[config.mk]
export PLATFORM = sky130hd
export DESIGN_NAME = int_divider
export DESIGN_NICKNAME = d
export VERILOG_FILES = /design/src/rtl/intdiv_pkg.sv /design/src/rtl/div_step.sv /design/src/rtl/div_fix.sv /design/src/rtl/div_fsm.sv /design/src/rtl/int_divider.sv
export SDC_FILE = /design/constraint.sdc
export NUM_CORES = 1
export LEC_CHECK = 0
export ABC_AREA = 1
export BUFFER_PORTS_ARGS = -buffer_cell sky130_fd_sc_hd__buf_2
export CORE_MARGIN = 2
export CORE_UTILIZATION = 50
export CTS_CLUSTER_SIZE = 40
export DETAILED_ROUTE_END_ITERATION = 10
export PLACE_DENSITY_LB_ADDON = 0.25
export SLEW_MARGIN = 10
export SYNTH_ARGS = -nofsm -noshare
export SYNTH_HDL_FRONTEND = slang
export SYNTH_SLANG_ARGS = --single-unit
[constraint.sdc]
create_clock -name clk -period 4.8 [get_ports clk]
set_input_delay 0.48 -clock clk [delete_from_list [all_inputs] [get_ports clk]]
set_output_delay 0.48 -clock clk [all_outputs]
set_load 0.01 [all_outputs]
[src/rtl/intdiv_pkg.sv]
package intdiv_pkg;
    typedef enum logic [1:0] {
        ST_IDLE = 2'b00,
        ST_ITER = 2'b01,
        ST_CORR = 2'b10
    } dstate_e;
endpackage

[src/rtl/div_step.sv]
// One restoring step: shift the next dividend bit into the partial
// remainder and subtract the divisor when it fits.
module div_step #(
    parameter int W = 32
) (
    input  logic [W-1:0] rem_in,
    input  logic [W-1:0] quo_in,
    input  logic [W-1:0] dvs,
    output logic [W-1:0] rem_out,
    output logic [W-1:0] quo_out
);
    logic [W:0] shifted;
    logic [W:0] diff;
    logic       fits;

    always_comb begin
        shifted = {rem_in, quo_in[W-1]};
        diff    = shifted - {1'b0, dvs};
        fits    = ~diff[W];
        rem_out = fits ? diff[W-1:0] : shifted[W-1:0];
        quo_out = {quo_in[W-2:0], fits};
    end
endmodule

[src/rtl/div_fix.sv]
// Sign correction of the magnitude results, plus the zero-divisor rule.
module div_fix #(
    parameter int W = 32
) (
    input  logic [W-1:0] quo_mag,
    input  logic [W-1:0] rem_mag,
    input  logic         q_neg,
    input  logic         r_neg,
    input  logic         dz,
    input  logic [W-1:0] dd_low,
    output logic [W-1:0] quo_fix,
    output logic [W-1:0] rem_fix
);
    always_comb begin
        if (dz) begin
            quo_fix = '1;
            rem_fix = dd_low;
        end else begin
            quo_fix = q_neg ? (~quo_mag + 1'b1) : quo_mag;
            rem_fix = r_neg ? (~rem_mag + 1'b1) : rem_mag;
        end
    end
endmodule

[src/rtl/div_fsm.sv]
module div_fsm
    import intdiv_pkg::*;
#(
    parameter int W = 32
) (
    input  logic    clk,
    input  logic    rst_n,
    input  logic    start,
    input  logic    done_ack,
    output logic    load,
    output logic    step_en,
    output logic    capture,
    output logic    ready,
    output dstate_e state
);
    localparam int CW = W - 1;
    localparam logic [CW-1:0] CNT_INIT = CW'(1) << (CW - 1);

    dstate_e       nxt;
    logic [CW-1:0] cnt;

    // state register
    always_ff @(posedge clk or negedge rst_n) begin
        if (!rst_n) state <= ST_IDLE;
        else        state <= nxt;
    end

    always_comb begin
        nxt = state;
        unique case (state)
            ST_IDLE: if (start)          nxt = ST_ITER;
            ST_ITER: if (cnt[0])         nxt = ST_CORR;
            ST_CORR: if (ready && done_ack) nxt = ST_IDLE;
            default:                     nxt = ST_IDLE;
        endcase
    end

    assign load    = (state == ST_IDLE) && start;
    assign step_en = (state == ST_ITER);
    assign capture = (state == ST_CORR) && !ready;

    // outputs: ready flag and iteration counter
    always_ff @(posedge clk or negedge rst_n) begin
        if (!rst_n) begin
            ready <= 1'b0;
            cnt   <= '0;
        end else begin
            if (load)                   cnt <= CNT_INIT;
            else if (step_en)           cnt <= cnt >> 1;
            if (capture)                ready <= 1'b1;
            else if (ready && done_ack) ready <= 1'b0;
        end
    end


    cnt_onehot_chk: assert property (@(posedge clk) disable iff (!rst_n)
        state == ST_ITER |-> $countones(cnt) == 1);

    idle_not_ready_chk: assert property (@(posedge clk) disable iff (!rst_n)
        state == ST_IDLE |-> !ready);

    ack_release_chk: assert property (@(posedge clk) disable iff (!rst_n)
        ready && done_ack |=> state == ST_IDLE && !ready);
endmodule

[src/rtl/int_divider.sv]
module int_divider
    import intdiv_pkg::*;
#(
    parameter int W = 32
) (
    input  logic         clk,
    input  logic         rst_n,
    input  logic         start,
    input  logic [W:0]   dividend,
    input  logic [W:0]   divisor,
    input  logic         done_ack,
    output logic [W-1:0] quotient,
    output logic [W-1:0] remainder,
    output logic         ready
);
    dstate_e      state;
    logic         load, step_en, capture;
    logic [W-1:0] rem_r, quo_r, dvs_r, dd_low_r;
    logic         q_neg_r, r_neg_r, dz_r;
    logic [W-1:0] dd_mag, dv_mag;
    logic [W-1:0] s_rem_in, s_quo_in, s_dvs;
    logic [W-1:0] s_rem_out, s_quo_out;
    logic [W-1:0] quo_fix, rem_fix;

    div_fsm #(.W(W)) u_fsm (
        .clk(clk), .rst_n(rst_n), .start(start), .done_ack(done_ack),
        .load(load), .step_en(step_en), .capture(capture),
        .ready(ready), .state(state)
    );

    assign dd_mag = dividend[W] ? (~dividend[W-1:0] + 1'b1) : dividend[W-1:0];
    assign dv_mag = divisor[W]  ? (~divisor[W-1:0]  + 1'b1) : divisor[W-1:0];

    assign s_rem_in = load ? '0     : rem_r;
    assign s_quo_in = load ? dd_mag : quo_r;
    assign s_dvs    = load ? dv_mag : dvs_r;

    div_step #(.W(W)) u_step (
        .rem_in(s_rem_in), .quo_in(s_quo_in), .dvs(s_dvs),
        .rem_out(s_rem_out), .quo_out(s_quo_out)
    );

    div_fix #(.W(W)) u_fix (
        .quo_mag(quo_r), .rem_mag(rem_r), .q_neg(q_neg_r), .r_neg(r_neg_r),
        .dz(dz_r), .dd_low(dd_low_r), .quo_fix(quo_fix), .rem_fix(rem_fix)
    );

    always_ff @(posedge clk or negedge rst_n) begin
        if (!rst_n) begin
            rem_r    <= '0;
            quo_r    <= '0;
            dvs_r    <= '0;
            dd_low_r <= '0;
            q_neg_r  <= 1'b0;
            r_neg_r  <= 1'b0;
            dz_r     <= 1'b0;
        end else begin
            if (load) begin
                dvs_r    <= dv_mag;
                dd_low_r <= dividend[W-1:0];
                q_neg_r  <= dividend[W] ^ divisor[W];
                r_neg_r  <= dividend[W];
                dz_r     <= (divisor == '0);
            end
            if (load || step_en) begin
                rem_r <= s_rem_out;
                quo_r <= s_quo_out;
            end
        end
    end

    always_ff @(posedge clk or negedge rst_n) begin
        if (!rst_n) begin
            quotient  <= '0;
            remainder <= '0;
        end else if (capture) begin
            quotient  <= quo_fix;
            remainder <= rem_fix;
        end
    end


    hold_stable_chk: assert property (@(posedge clk) disable iff (!rst_n)
        ready && !done_ack |=> ready && $stable(quotient) && $stable(remainder));

    zero_div_chk: assert property (@(posedge clk) disable iff (!rst_n)
        $rose(ready) && dz_r |-> quotient == '1);
endmodule

==> run metrics <==
Placed Area 0.01581 mm2; die area 0.03069 mm2; post-detail-place hpwl 30.46 mm; worst r2r path cells 24; routability cong. 0.9504; num rows 62; NumNets Final 2,256; DR iter-0 viols 1,402; Hold/Removal Path Class in2async; skew final 0.04004 ns; Worst Path Arrival 4.81 ns; final setup vio count 0; maximum clock rate 0.2299 GHz; H-tree levels 1; Crit path max-delay family simple AND/OR/NAND/NOR gates; setup_tns 0 ns; CP most frequent cell nand2_1; Filler cells 2,774; Tot GR Track Use 26.82%; Post-Place Setup Slack 0.02686 ns; via count 13,970; buffers and inverters on the worst path 7; Final Hold Vio Count 0; Syn Nets 2,142; post-CTS sizing 0; starting density of the core 50.91%; crit path max fanout 17; Clock transition at path regs 0.06 ns; grt ovf 0; sequential share of the synthesized area 39.11%; Comb power frac 58.9%; CTS tree done; Die W 175.2 um; main flop type after synthesis dfrtp_1; Mean Syn Cell Area 7.190 um2; vias in the first global route 13,370; part of the power in the clock network 14.4%; Fin Hold WS 0.02531 ns; Syn Inst Count 2,038; Final Max Slew Viols 0; leading cell type in the layout, fill and taps excluded nand2_1; Pwr Density 795.2 mW/mm2; layout cells sized above 1 13.13%; fraction of registers with async set/reset 100.0%; Clock Sink Count 229; cell area after layout 0.01663 mm2; sequential cell area 0.005731 mm2; Reg power frac 26.6%; Critical Path Stages 31; outcome completed; most frequent cells in the layout nand2_1, inv_1, dfrtp_1; worst setup margin 0.4496 ns; port bufs 134; EDFF count, synth 0; Post-CTS Setup Bufs 0; Min Clock Period, post-route 4.350 ns; highest-delay cell along the critical path a2111oi_0; CTS Buffer Depth 3; NetSw 6318 uW; CP Class in2reg; R2R Path End rem_r[25]$_DFFE_PN0P_; reg-to-reg slack, setup 0.88 ns; Num CTS Buffers 26; RR Startpoint u_fsm.state[1]$_DFFE_PN0P_; DIE HEIGHT 175.2 um; Syn-to-layout area delta 13.49%; max-cap viol count 0; area of the multi-input gates 0.007486 mm2; antenna violations before repair 1; Root Buffer clkbuf_16; RSZ-0062 raised after global routing no; CTS Hold Buffers Added 0; Synth warnings 0; Yosys reg bits 229; Initial DRT Pass Iterations 7; Slew @ Worst Pin 1.157 ns; Worst slew margin 22.71%; crit path launch type primary input; Switching Fraction 47.78%; Mapped Area 0.01465 mm2; Worst VDD drop 0.4500 mV; Synth cell types 55; max incr delay on CP 0.34 ns; Lkg Pwr 0.008525 uW; Post-DRT Antenna Nets 0; drt wl/cell 16.07 um; total wire length 41.07 mm; core area 0.02878 mm2; final worst-path cycle share 90.63%; Ports 135; first-pass GRT wire length 67.41 mm; number of vias per cell 5.465; Clk Latency, worst-skew pair 0.56 ns; # DRC 0; internal power component 6905 uW; total power 13,220 uW; largest net degree at the start of global routing 123; crit end category flip-flop; worst endpoint required time 5.26 ns
## worst max path at each step
stage / from / endpoint / slack [ns]
after global routing: divisor[0] / rem_r[8]$_DFFE_PN0P_ / 0.07
after CTS: divisor[0] / rem_r[11]$_DFFE_PN0P_ / 0.56
after global placement: divisor[0] / rem_r[2]$_DFFE_PN0P_ / 0.13
after floorplan: dividend[3] / rem_r[22]$_DFFE_PN0P_ / 0.54
final: divisor[0] / rem_r[11]$_DFFE_PN0P_ / 0.45
after detailed placement: divisor[0] / rem_r[11]$_DFFE_PN0P_ / 0.03
## logic make-up after synthesis
kind of cell / synth area share, %
buffers and inverters: 9.888
AOI/OAI and AO/OA: 14.34
xor gates and xnor gates: 5.141
DFF: 39.11
and+or+nand+nor: 28.57
adders and majority gates: 2.955
## registers in the layout (all words and copies together), names as in the netlist
name         flops
dd_low_r        32
q_neg_r          1
quo_r           32
dz_r             1
u_fsm.cnt       31
u_fsm.ready      1
quotient        32
dvs_r           32
rem_r           32
remainder       32
u_fsm.state      2
r_neg_r          1
## power groups by stage
stage,registers [uW],clock network [uW],logic (uW)
3_3_place_gp,3520,0,7600
5_1_grt,3630,2030,8880
6_report,3520,1910,7790
4_1_cts,3500,1940,7790
2_1_floorplan,3450,0,5620
3_5_place_dp,3530,0,7740
## synth_stat cells, types with 4 or more instances
cell type	instances	area (um2)
o21a_1	4	30.03
nand4_1	25	156.4
o22ai_1	47	294.0
nor3_2	7	70.07
nand2_1	529	1986
buf_1	8	30.03
inv_1	269	1010
nand3_2	14	140.1
nand2_4	7	78.83
nor4_1	4	25.02
nor2_1	169	634.4
inv_2	18	67.56
a31oi_1	6	37.54
a21oi_1	71	355.3
xor2_1	78	683.2
nor2_2	4	25.02
o32a_1	6	60.06
xnor2_1	8	70.07
a32oi_1	4	35.03
o211ai_1	21	157.7
ha_1	33	412.9
o21ai_1	7	35.03
buf_6	5	56.30
nand3_1	129	645.6
nor3_1	43	215.2
o21ai_0	154	770.7
dfrtp_1	229	5731
o221ai_1	5	43.79
clkbuf_1	66	247.7
nand2_2	5	31.28
or2_2	12	75.07
o22a_1	10	87.58
## metal layers
layer	track usage (%)	vias up	routed length [um]
li1	-	6859	-
met1	37.78	6589	18590
met2	43.08	446	18660
met3	3.416	74	2605
met4	8.472	0	1217
met5	0	-	0
## area by class of cell
type	instances	area share [%]
flip-flops and latches	229	34.46
clock buffers	40	4.590
well taps	384	2.889
repair buffers	170	6.170
clock inverters	7	0.3311
multi-input cells	1436	45.02
inverters	289	6.531
diodes	1	0.01505
## worst reg2reg max path, stage by stage (launching register included)
cell	delay, ns
dfrtp_1	0.41
nor2_1	0.19
nand2_4	0.19
clkinv_2	0.15
buf_12	0.34
nand3_1	0.18
o21ai_0	0.14
inv_1	0.12
ha_1	0.38
a21oi_1	0.29
o21ai_0	0.12
a21oi_1	0.12
nand2_1	0.17
nand4_1	0.14
nand3_1	0.13
nand2_1	0.10
nand2_1	0.09
nand2_1	0.11
nand2_1	0.05
nand2_1	0.05
nand2_1	0.09
nand2_1	0.08
nand2_1	0.05
nand2_1	0.05
nand2_1	0.05
## through the flow
step / utilization (%) / instances
final: 57.78 / 2556
after global routing: 57.78 / 2556
after CTS: 57.77 / 2555
after detailed placement: 54.93 / 2508
after global placement: 54.93 / 2508
after floorplan: - / 2038
No activity file was read; power rests on OpenSTA's default activity.
